<file path="src/rtl/cmp_timer_pkg.sv">
package cmp_timer_pkg;
  typedef enum logic [1:0] {
    ADDR_CTRL = 2'd0,
    ADDR_CMP  = 2'd1,
    ADDR_SNAP = 2'd2,
    ADDR_NONE = 2'd3
  } reg_addr_e;

  localparam int unsigned BIT_EN   = 0;
  localparam int unsigned BIT_MODE = 1;
  localparam int unsigned BIT_FREE = 2;
  localparam int unsigned BIT_IE   = 6;
  localparam int unsigned BIT_FLAG = 7;
  localparam int unsigned BIT_DMA  = 8;
  localparam int unsigned CTRL_MSB = BIT_DMA;
endpackage

</file>
<file path="src/rtl/cmp_timer_counter.sv">
module cmp_timer_counter #(
  parameter int unsigned CNT_W = 16
) (
  input  logic             clk_i,
  input  logic             rst_ni,
  input  logic             en_i,
  input  logic             free_i,
  input  logic             tick_i,
  input  logic [CNT_W-1:0] cmp_i,
  output logic [CNT_W-1:0] cnt_o,
  output logic             evt_o
);
  logic [CNT_W-1:0] cnt_q;
  logic             match;

  assign match = (cnt_q == cmp_i);
  assign evt_o = en_i & tick_i & match;
  assign cnt_o = cnt_q;

  always_ff @(posedge clk_i or negedge rst_ni) begin
    if (!rst_ni)                cnt_q <= '0;
    else if (!en_i)             cnt_q <= '0;
    else if (tick_i) begin
      if (match && !free_i)     cnt_q <= '0;
      else                      cnt_q <= cnt_q + 1'b1;
    end
  end

  p_step_r1: assert property (@(posedge clk_i) disable iff (!rst_ni)
    (en_i && tick_i && !match) |=> (cnt_q == CNT_W'($past(cnt_q) + 1'b1)));
  p_hold_r1: assert property (@(posedge clk_i) disable iff (!rst_ni)
    (en_i && !tick_i) |=> $stable(cnt_q));
  p_reload_r2: assert property (@(posedge clk_i) disable iff (!rst_ni)
    (en_i && tick_i && match && !free_i) |=> (cnt_q == '0));
  p_pass_r3: assert property (@(posedge clk_i) disable iff (!rst_ni)
    (en_i && tick_i && match && free_i) |=> (cnt_q == CNT_W'($past(cmp_i) + 1'b1)));
  p_off_zero_r8: assert property (@(posedge clk_i) disable iff (!rst_ni)
    !en_i |=> (cnt_q == '0));
endmodule

</file>
<file path="src/rtl/cmp_timer_flag.sv">
module cmp_timer_flag (
  input  logic clk_i,
  input  logic rst_ni,
  input  logic evt_i,
  input  logic clr_i,
  input  logic ie_i,
  input  logic dma_en_i,
  output logic flag_o,
  output logic irq_o,
  output logic trig_o,
  output logic dma_req_o
);
  logic flag_q, trig_q;

  // hardware set has priority over the software clear
  always_ff @(posedge clk_i or negedge rst_ni) begin
    if (!rst_ni) begin
      flag_q <= 1'b0;
      trig_q <= 1'b0;
    end else begin
      flag_q <= evt_i | (flag_q & ~clr_i);
      trig_q <= evt_i;
    end
  end

  assign flag_o    = flag_q;
  assign trig_o    = trig_q;
  assign irq_o     = flag_q & ie_i;
  assign dma_req_o = flag_q & dma_en_i;

  p_set_r4: assert property (@(posedge clk_i) disable iff (!rst_ni)
    evt_i |=> flag_q);
  p_w1c_r4: assert property (@(posedge clk_i) disable iff (!rst_ni)
    (clr_i && !evt_i) |=> !flag_q);
  p_keep_r4: assert property (@(posedge clk_i) disable iff (!rst_ni)
    (flag_q && !clr_i) |=> flag_q);
  p_trig_flag_r6: assert property (@(posedge clk_i) disable iff (!rst_ni)
    trig_q |-> flag_q);
  p_trig_pulse_r6: assert property (@(posedge clk_i) disable iff (!rst_ni)
    !evt_i |=> !trig_q);
endmodule

</file>
<file path="src/rtl/cmp_timer_regs.sv">
module cmp_timer_regs
  import cmp_timer_pkg::*;
#(
  parameter int unsigned CNT_W  = 16,
  parameter int unsigned DATA_W = 16
) (
  input  logic              clk_i,
  input  logic              rst_ni,
  input  logic              wr_en_i,
  input  logic [1:0]        addr_i,
  input  logic [DATA_W-1:0] wdata_i,
  input  logic [CNT_W-1:0]  cnt_i,
  input  logic              flag_i,
  output logic              en_o,
  output logic              free_o,
  output logic              ie_o,
  output logic              dma_en_o,
  output logic              flag_clr_o,
  output logic [CNT_W-1:0]  cmp_o,
  output logic [DATA_W-1:0] rdata_o
);
  logic             en_q, mode_q, free_q, ie_q, dma_q;
  logic [CNT_W-1:0] cmp_q, snap_q;
  logic             wr_ctrl, wr_cmp, wr_snap;
  logic             unused_wdata;

  assign wr_ctrl = wr_en_i && (addr_i == ADDR_CTRL);
  assign wr_cmp  = wr_en_i && (addr_i == ADDR_CMP);
  assign wr_snap = wr_en_i && (addr_i == ADDR_SNAP);
  assign unused_wdata = ^wdata_i;

  always_ff @(posedge clk_i or negedge rst_ni) begin
    if (!rst_ni) begin
      en_q   <= 1'b0;
      mode_q <= 1'b0;
      free_q <= 1'b0;
      ie_q   <= 1'b0;
      dma_q  <= 1'b0;
    end else if (wr_ctrl) begin
      en_q   <= wdata_i[BIT_EN];
      mode_q <= wdata_i[BIT_MODE];
      free_q <= wdata_i[BIT_FREE];
      ie_q   <= wdata_i[BIT_IE];
      dma_q  <= wdata_i[BIT_DMA];
    end
  end

  always_ff @(posedge clk_i or negedge rst_ni) begin
    if (!rst_ni)     cmp_q <= '0;
    else if (wr_cmp) cmp_q <= wdata_i[CNT_W-1:0];
  end

  always_ff @(posedge clk_i or negedge rst_ni) begin
    if (!rst_ni)      snap_q <= '0;
    else if (wr_snap) snap_q <= cnt_i;
  end

  assign en_o       = en_q;
  assign free_o     = free_q;
  assign ie_o       = ie_q;
  assign dma_en_o   = dma_q;
  assign cmp_o      = cmp_q;
  assign flag_clr_o = wr_ctrl & wdata_i[BIT_FLAG];

  always_comb begin
    rdata_o = '0;
    unique case (reg_addr_e'(addr_i))
      ADDR_CTRL: begin
        rdata_o[BIT_EN]   = en_q;
        rdata_o[BIT_MODE] = mode_q;
        rdata_o[BIT_FREE] = free_q;
        rdata_o[BIT_IE]   = ie_q;
        rdata_o[BIT_FLAG] = flag_i;
        rdata_o[BIT_DMA]  = dma_q;
      end
      ADDR_CMP:  rdata_o = DATA_W'(cmp_q);
      ADDR_SNAP: rdata_o = DATA_W'(snap_q);
      default:   rdata_o = '0;
    endcase
  end

  p_snap_r9: assert property (@(posedge clk_i) disable iff (!rst_ni)
    wr_snap |=> (snap_q == $past(cnt_i)));
  p_snap_hold_r9: assert property (@(posedge clk_i) disable iff (!rst_ni)
    !wr_snap |=> $stable(snap_q));
  p_ctrl_hold_r10: assert property (@(posedge clk_i) disable iff (!rst_ni)
    !wr_ctrl |=> ($stable(en_q) && $stable(free_q) && $stable(ie_q) && $stable(dma_q)));
endmodule

</file>
<file path="src/rtl/cmp_timer.sv">
module cmp_timer #(
  parameter int unsigned CNT_W  = 16,
  parameter int unsigned DATA_W = 16
) (
  input  logic              clk_i,
  input  logic              rst_ni,
  input  logic              tick_i,
  input  logic              wr_en_i,
  input  logic [1:0]        addr_i,
  input  logic [DATA_W-1:0] wdata_i,
  output logic [DATA_W-1:0] rdata_o,
  output logic              irq_o,
  output logic              trig_o,
  output logic              dma_req_o
);
  logic             en, free, ie, dma_en, flag_clr, flag, evt;
  logic [CNT_W-1:0] cmp, cnt;

  cmp_timer_regs #(.CNT_W(CNT_W), .DATA_W(DATA_W)) u_regs (
    .clk_i(clk_i), .rst_ni(rst_ni), .wr_en_i(wr_en_i), .addr_i(addr_i),
    .wdata_i(wdata_i), .cnt_i(cnt), .flag_i(flag), .en_o(en), .free_o(free),
    .ie_o(ie), .dma_en_o(dma_en), .flag_clr_o(flag_clr), .cmp_o(cmp),
    .rdata_o(rdata_o)
  );

  cmp_timer_counter #(.CNT_W(CNT_W)) u_counter (
    .clk_i(clk_i), .rst_ni(rst_ni), .en_i(en), .free_i(free), .tick_i(tick_i),
    .cmp_i(cmp), .cnt_o(cnt), .evt_o(evt)
  );

  cmp_timer_flag u_flag (
    .clk_i(clk_i), .rst_ni(rst_ni), .evt_i(evt), .clr_i(flag_clr), .ie_i(ie),
    .dma_en_i(dma_en), .flag_o(flag), .irq_o(irq_o), .trig_o(trig_o),
    .dma_req_o(dma_req_o)
  );

  p_irq_r5: assert property (@(posedge clk_i) disable iff (!rst_ni)
    irq_o |-> (flag && ie));
  p_dma_r7: assert property (@(posedge clk_i) disable iff (!rst_ni)
    dma_req_o |-> (flag && dma_en));
endmodule

</file>
<file path="config.mk">
export PLATFORM = sky130hd
export DESIGN_NAME = cmp_timer
export DESIGN_NICKNAME = d
export VERILOG_FILES = /design/src/rtl/cmp_timer_pkg.sv /design/src/rtl/cmp_timer_counter.sv /design/src/rtl/cmp_timer_flag.sv /design/src/rtl/cmp_timer_regs.sv /design/src/rtl/cmp_timer.sv
export SDC_FILE = /design/constraint.sdc
export NUM_CORES = 1
export LEC_CHECK = 0
export ABC_CLOCK_PERIOD_IN_PS = 3800
export CAP_MARGIN = 20
export CORE_MARGIN = 2
export CORE_UTILIZATION = 60
export DETAILED_ROUTE_END_ITERATION = 8
export DONT_BUFFER_PORTS = 1
export PLACE_DENSITY = 0.84
export SLEW_MARGIN = 40
export SYNTH_ARGS = -nofsm -noshare
export SYNTH_HDL_FRONTEND = slang
export SYNTH_SLANG_ARGS = --single-unit
</file>
<file path="constraint.sdc">
create_clock -name clk_i -period 3.8 [get_ports clk_i]
set_input_delay 0.76 -clock clk_i [delete_from_list [all_inputs] [get_ports clk_i]]
set_output_delay 0.76 -clock clk_i [all_outputs]
set_load 0.05 [all_outputs]
</file>
==> results of run 1 <==
==> through the flow <==
stage,std cells,total power [W],cell area (um2)
finish,316,0.00123,3030
global route,316,0.00128,3030
CTS,316,0.00123,3030
detailed placement,308,0.000924,2950
global placement,308,0.000915,2950
floorplan,252,0.000867,2830
==> worst paths after layout <==
check	from	end	slack, ps	cells after the start
worst max-delay path	addr_i[0]	rdata_o[14]	1090	5
worst min-delay path	rst_ni	u_regs.cmp_o[14]	130	0
worst max register to register	u_counter.cnt_o[1]	u_counter.cnt_o[10]	1580	6
worst min register to register	u_regs.mode_q	u_regs.mode_q	520	1
max in group asynchronous	rst_ni	u_counter.cnt_o[2]	3560	0
min in group clk_i	u_regs.mode_q	u_regs.mode_q	520	1
==> flip-flops by register name (all words and copies together), names as in the netlist <==
signal           flops
u_flag.trig_o        1
u_regs.cmp_o        16
u_regs.free_o        1
u_regs.ie_o          1
u_counter.cnt_o     16
u_regs.mode_q        1
u_flag.flag_o        1
u_regs.snap_q       16
u_regs.en_o          1
u_regs.dma_en_o      1
==> cell type report <==
cell class              count  area [um2]  share of cell area
repair buffers             16         120              0.0396
inverters                   3        11.3             0.00371
flip-flops and latches     55        1380               0.454
multi-input cells         182        1380               0.454
well taps                  52        65.1              0.0215
clock buffers               7        76.3              0.0252
clock inverters             1        5.00             0.00165
==> worst max-delay path, delay by kind of cell <==
family	cells	cell delay (ps)
adder cells (fa/ha/maj)	1	550
AO/OA/AOI/OAI	1	200
buffers and inverters	2	270
AND/OR/NAND/NOR	1	160
==> routing by layer <==
layer  global-route usage  up-vias  part of all wire  wire, um
met5                    0        -                 0         0
met4               0.0926        0             0.017        99
met3               0.0539        9             0.048       280
met2                0.381       58              0.49      2820
met1                0.313      987              0.45      2600
li1                     -      925                 -         -
==> kinds of logic after synthesis <==
| logic type | count (synthesis) | synth area share |
|---|---|---|
| and+or+nand+nor | 83 | 0.153 |
| muxes | 37 | 0.147 |
| xor gates and xnor gates | 18 | 0.0557 |
| DFF | 55 | 0.486 |
| buffers and inverters | 15 | 0.0283 |
| adders and majority gates | 5 | 0.0221 |
| AOI/OAI and AO/OA | 39 | 0.107 |
==> Yosys cell counts <==
| cell type | instances |
|---|---|
| nand4_2 | 1 |
| a211o_1 | 6 |
| and2_1 | 2 |
| buf_6 | 3 |
| o21bai_4 | 1 |
| nor4_1 | 3 |
| nand2b_1 | 2 |
| buf_2 | 1 |
| ha_1 | 5 |
| o211ai_1 | 1 |
| nand2_1 | 20 |
| o21ai_0 | 9 |
| nor2_1 | 17 |
| nor3b_1 | 2 |
| inv_1 | 3 |
| and3_1 | 6 |
| clkbuf_1 | 8 |
| dfrtp_1 | 55 |
| o2bb2ai_1 | 1 |
| xor2_1 | 16 |
| mux2_2 | 37 |
| and4b_1 | 1 |
| nor4_2 | 2 |
| nor2b_1 | 11 |
| nor3_1 | 6 |
| a21o_1 | 4 |
| xnor2_1 | 2 |
| a222oi_1 | 6 |
| o22ai_1 | 1 |
| a22oi_1 | 10 |
| nand3_1 | 9 |
| or3_2 | 1 |
==> report_power, final <==
group          total, W  leakage (nW)  internal [W]  switching (W)
Sequential     0.000693         0.721      0.000636      0.0000566
Combinational  0.000222         0.710     0.0000965       0.000125
Clock          0.000314        0.0422      0.000130       0.000184
Total           0.00123          1.47      0.000863       0.000366
==> results_dict.tcl, run 1 <==
set metrics [dict create \
    synth.avg_cell_area_um2 11.2 \
    ys_top_cells_by_area "dfrtp_1 49%, mux2_2 15%, xor2_1 4.9%" \
    dieArea_mm2 0.00528 \
    clock_sinks 55 \
    dr.first_iter.drc_count 182 \
    status "finished, final reports clean" \
    synthCells 252 \
    hold_viol 0 \
    nets 290 \
    finalCriticalPeriod_ps 2710 \
    end_kind "output pin" \
    synthesis.area_mm2 0.00283 \
    cts_tree "built" \
    final_antenna_net_count 0 \
    final_core_utilization 0.682 \
    hp-class "in -> async" \
    final_common_cell "dfrtp_1" \
    num-fill-cells 348 \
    overflow 0 \
    die_w_um 72.7 \
    rsz0062_at_grt "false" \
    antenna_cells 0 \
    timing.hold.ws_ps 133 \
    numCtsBuffers 5 \
    htreeDepth 2 \
    fin_ws_ps 1090 \
    yosysTopAreaCellShare 0.486 \
    worstSetupStartpointType "input port" \
    ys_seq_elements 55 \
    wl_um 5800 \
    crit_fanout 17 \
    drc 0 \
    cp.required_ps 3040 \
    worst_pin_slew_ps 732 \
    root_buffer "clkbuf_8" \
    power_density_mw_per_mm2 405 \
    first_pass_iters 4 \
    ys_types 32 \
    drv_cap 0 \
    setup_tns_ps 0 \
    cpPeakStageDelay_ps 550 \
    crit_path_cell_trace "inv_1, ha_1, a22oi_1, nor2b_1, buf_4" \
    max_freq_ghz 0.369 \
    coreArea_mm2 0.00444 \
    grt_max_degree 56 \
    ys.warnings.count 0 \
    ys_seq_area_frac 0.486 \
    finalCritPeriodShare 0.713 \
    syn-num-nets 279 \
    crit_path_top_delay_cell "ha_1" \
    grt_pass1_vias 1989 \
    dp_hpwl_um 4080 \
    path_clk_slew_ps 90 \
    cts_setup_buffers 0 \
    worstSetupPathType "in -> out" \
    synth_top_area_cell "dfrtp_1" \
    ctsLongestPathBuffers 2 \
    grt_pass1_wl_um 9560 \
    initial_utilization 0.637 \
    clk_latency_ps 310 \
    cp.arrival_ps 1950 \
    ir_worst_vdd_mv 0.356 \
    setup_viol 0 \
    cts_resized 0 \
    slew_headroom 0.511 \
    cts_hold_buffers 0 \
    vias_per_cell 6.26 \
    num_vias 1979 \
    antenna_found_initial 0 \
    routabilityCongestion 0.833 \
    power.leakage_nw 1.47 \
    clock_skew_ps 6.40 \
    io_pins 41 \
    portBuffers 0 \
    drv_slew 0 \
    grt_usage 0.237 \
    pre_cts_ws_ps 1060 \
    wl_per_cell_um 18.4 \
    final_cell_mix "55 x dfrtp_1, 37 x mux2_2, 20 x nand2_1" \
    layout-drive-gt1-share 0.246 \
    num_rows 24 \
    syn_to_final_growth_pct 7.07 \
    die_y_um 72.7 \
]
Power figures use the tool's default switching activity.
==> run 2, diff against run 1 <==
- ABC_AREA: default -> 1
- ABC_CLOCK_PERIOD_IN_PS: 3800 -> 2700
- clock period: 3.8 -> 2.7 ns (I/O delays scaled with it)
==> run 2 against run 1 <==
Design area is 12% higher. Largest cell class unchanged. Wire length is 23% higher. Register-to-register slack worse by 550 ps. Core utilization is 1.3 points lower. Sequential power is 36% higher.
==> results_dict.tcl, run 2 <==
set metrics [dict create \
    dieArea_mm2 0.00584 \
    synth_top_area_cell "dfrtp_1" \
    cpPeakStageDelay_ps 300 \
    ys_types 23 \
    wl_um 7100 \
    nets 501 \
    syn-num-nets 494 \
    path_delay_family "buffers and inverters" \
    power_density_mw_per_mm2 510 \
    cp-startpoint "addr_i[1]" \
    rsz0062_at_grt "false" \
    first_pass_iters 5 \
    multi_input_area_mm2 0.00146 \
    clk_latency_ps 310 \
    cp.arrival_ps 1590 \
    cts_resized 0 \
    antenna_found_initial 0 \
    slew_headroom 0.704 \
    critical_path.most_common_cell "buf_4" \
    coreArea_mm2 0.00507 \
    final_cell_mix "196 x nand2_1, 55 x dfrtp_1, 45 x inv_1" \
    synth_common_cells "196 x nand2_1, 55 x dfrtp_1, 45 x inv_1, 37 x nor2_1, 34 x o21ai_0" \
    status "finished, final reports clean" \
    routabilityCongestion 0.883 \
    vias_per_cell 5.33 \
    end_kind "output pin" \
    timing.hold.ws_ps 80.5 \
    ff_latch_area_mm2 0.00138 \
    worstSetupStartpointType "input port" \
    dr.first_iter.drc_count 232 \
    rrSetupSlack_ps 1030 \
    synthArstFlopShare 1.00 \
    timing.rr.start "u_counter.cnt_o[1]" \
    finalCritPeriodShare 0.788 \
    numCtsBuffers 5 \
    ctsLongestPathBuffers 2 \
    synthFlopType "dfrtp_1" \
    setup_tns_ps 0 \
    setup_viol 0 \
    clock_sinks 55 \
    grt_pass1_wl_um 12200 \
    num_vias 2905 \
    htreeDepth 2 \
    yosysMostFrequentCell "nand2_1" \
    layout-drive-gt1-share 0.107 \
    portBuffers 0 \
    max_freq_ghz 0.470 \
    cp.required_ps 2160 \
    ys_seq_elements 55 \
    worstSetupPathType "in -> out" \
    yosysTopAreaCellShare 0.438 \
    crit_buf_inv 3 \
    drv_cap 0 \
    overflow 0 \
    finalCriticalPeriod_ps 2130 \
    initial_utilization 0.620 \
    grt_max_degree 56 \
    drv_slew 0 \
    placed_cells 536 \
    synth.avg_cell_area_um2 6.74 \
    synth_edf_count 0 \
    num-fill-cells 428 \
    ir_worst_vdd_mv 0.205 \
    crit_path_top_delay_cell "ha_1" \
    grt_pass1_vias 2648 \
    final_common_cell "nand2_1" \
    hold_viol 0 \
    final_antenna_net_count 0 \
    antenna_cells 0 \
    worst_pin_slew_ps 445 \
    cts_tree "built" \
    ys.warnings.count 0 \
    path_clk_slew_ps 90 \
    syn_to_final_growth_pct 8.04 \
    final_cells 545 \
    root_buffer "clkbuf_8" \
    final_core_utilization 0.670 \
    drc 0 \
    ys_top_cells_by_area "dfrtp_1 44%, nand2_1 23%, o21ai_0 5.4%" \
    crit_fanout 10 \
    clock_skew_ps 3.58 \
    hp-class "in -> async" \
    die_w_um 76.4 \
    crit_path_cell_trace "inv_1, ha_1, buf_4, nand2_1, a21oi_1, buf_4" \
    power.leakage_nw 1.72 \
    grt_usage 0.256 \
    ys_seq_area_frac 0.438 \
    num_rows 26 \
    synthCells 467 \
    io_pins 41 \
    die_y_um 76.4 \
    wl_per_cell_um 13.0 \
    synthesis.area_mm2 0.00315 \
    dp_hpwl_um 5170 \
]
==> run 2: cell types whose count changed after synthesis, moves of 6 or more <==
cell and delta:
nand2_1 +176, nor2b_1 -11, inv_1 +42, a222oi_1 -6
a211o_1 -6, xor2_1 -15, mux2_2 -37, and3_1 -6
nor2_1 +20, inv_2 +15, nand2_2 +6, a21oi_1 +31
a22oi_1 -10, o21ai_0 +25
==> run 2: timing repair <==
item / CTS / global route
hold endpoints to repair: 55 / 0
hold buffers: 1 / 0
setup buffers: 0 / 0
==> run 2: stage by stage <==
stage	area [um2]	total power, W	setup slack (ps)
3_5_place_dp	3270	0.00124	578
2_1_floorplan	3150	0.00117	58.4
6_report	3400	0.00173	571
5_1_grt	3400	0.00182	453
4_1_cts	3400	0.00174	562
3_3_place_gp	3270	0.00123	633
==> run 2: worst paths after layout <==
check,endpoint,cells past startpoint
setup reg to reg,u_counter.cnt_o[14],10
hold reg to reg,u_regs.snap_q[15],2
setup / recovery,rdata_o[14],6
min in group clk_i,u_regs.en_o,2
max in group asynchronous,u_counter.cnt_o[5],1
hold / removal,u_counter.cnt_o[1],1
==> run 2: power breakdown <==
| part | switching, W | leakage [nW] | internal [W] |
|---|---|---|---|
| Clock | 0.000269 | 0.0474 | 0.000210 |
| Combinational | 0.000215 | 0.956 | 0.0000950 |
| Sequential | 0.0000631 | 0.719 | 0.000880 |
==> run 2: metal layers <==
layer,GRT usage,routed length [um],part of all wire
met2,0.404,3340,0.47
met3,0.0427,422,0.059
met1,0.371,3270,0.46
met5,0,0,0
met4,0.0673,73,0.010
==> run 2: logic make-up after synthesis <==
logic type                 count (synthesis)  synth area share
and+or+nand+nor                          261             0.335
DFF                                       55             0.438
AOI/OAI and AO/OA                         67             0.107
adders and majority gates                  5            0.0199
xor gates and xnor gates                   1           0.00278
buffers and inverters                     78            0.0986
==> run 2: layout make-up <==
class / count / area share
tap: 70 / 0.0258
inverter: 61 / 0.0674
clock buffer: 6 / 0.0243
multi-input combinational: 334 / 0.429
timing repair buffer: 17 / 0.0434
clock inverter: 2 / 0.00479
sequential: 55 / 0.405
==> run 2: worst register-to-register path, cell delays in order, from the launching register on <==
cell and delay, ps:
dfrtp_1 470, ha_1 210, nand2_1 80, nor2_2 150, nand2_1 140, nor2_1 190, nand3_1 100, nand2_1 70
nor2_1 40, nand2_1 50, nand2_1 60
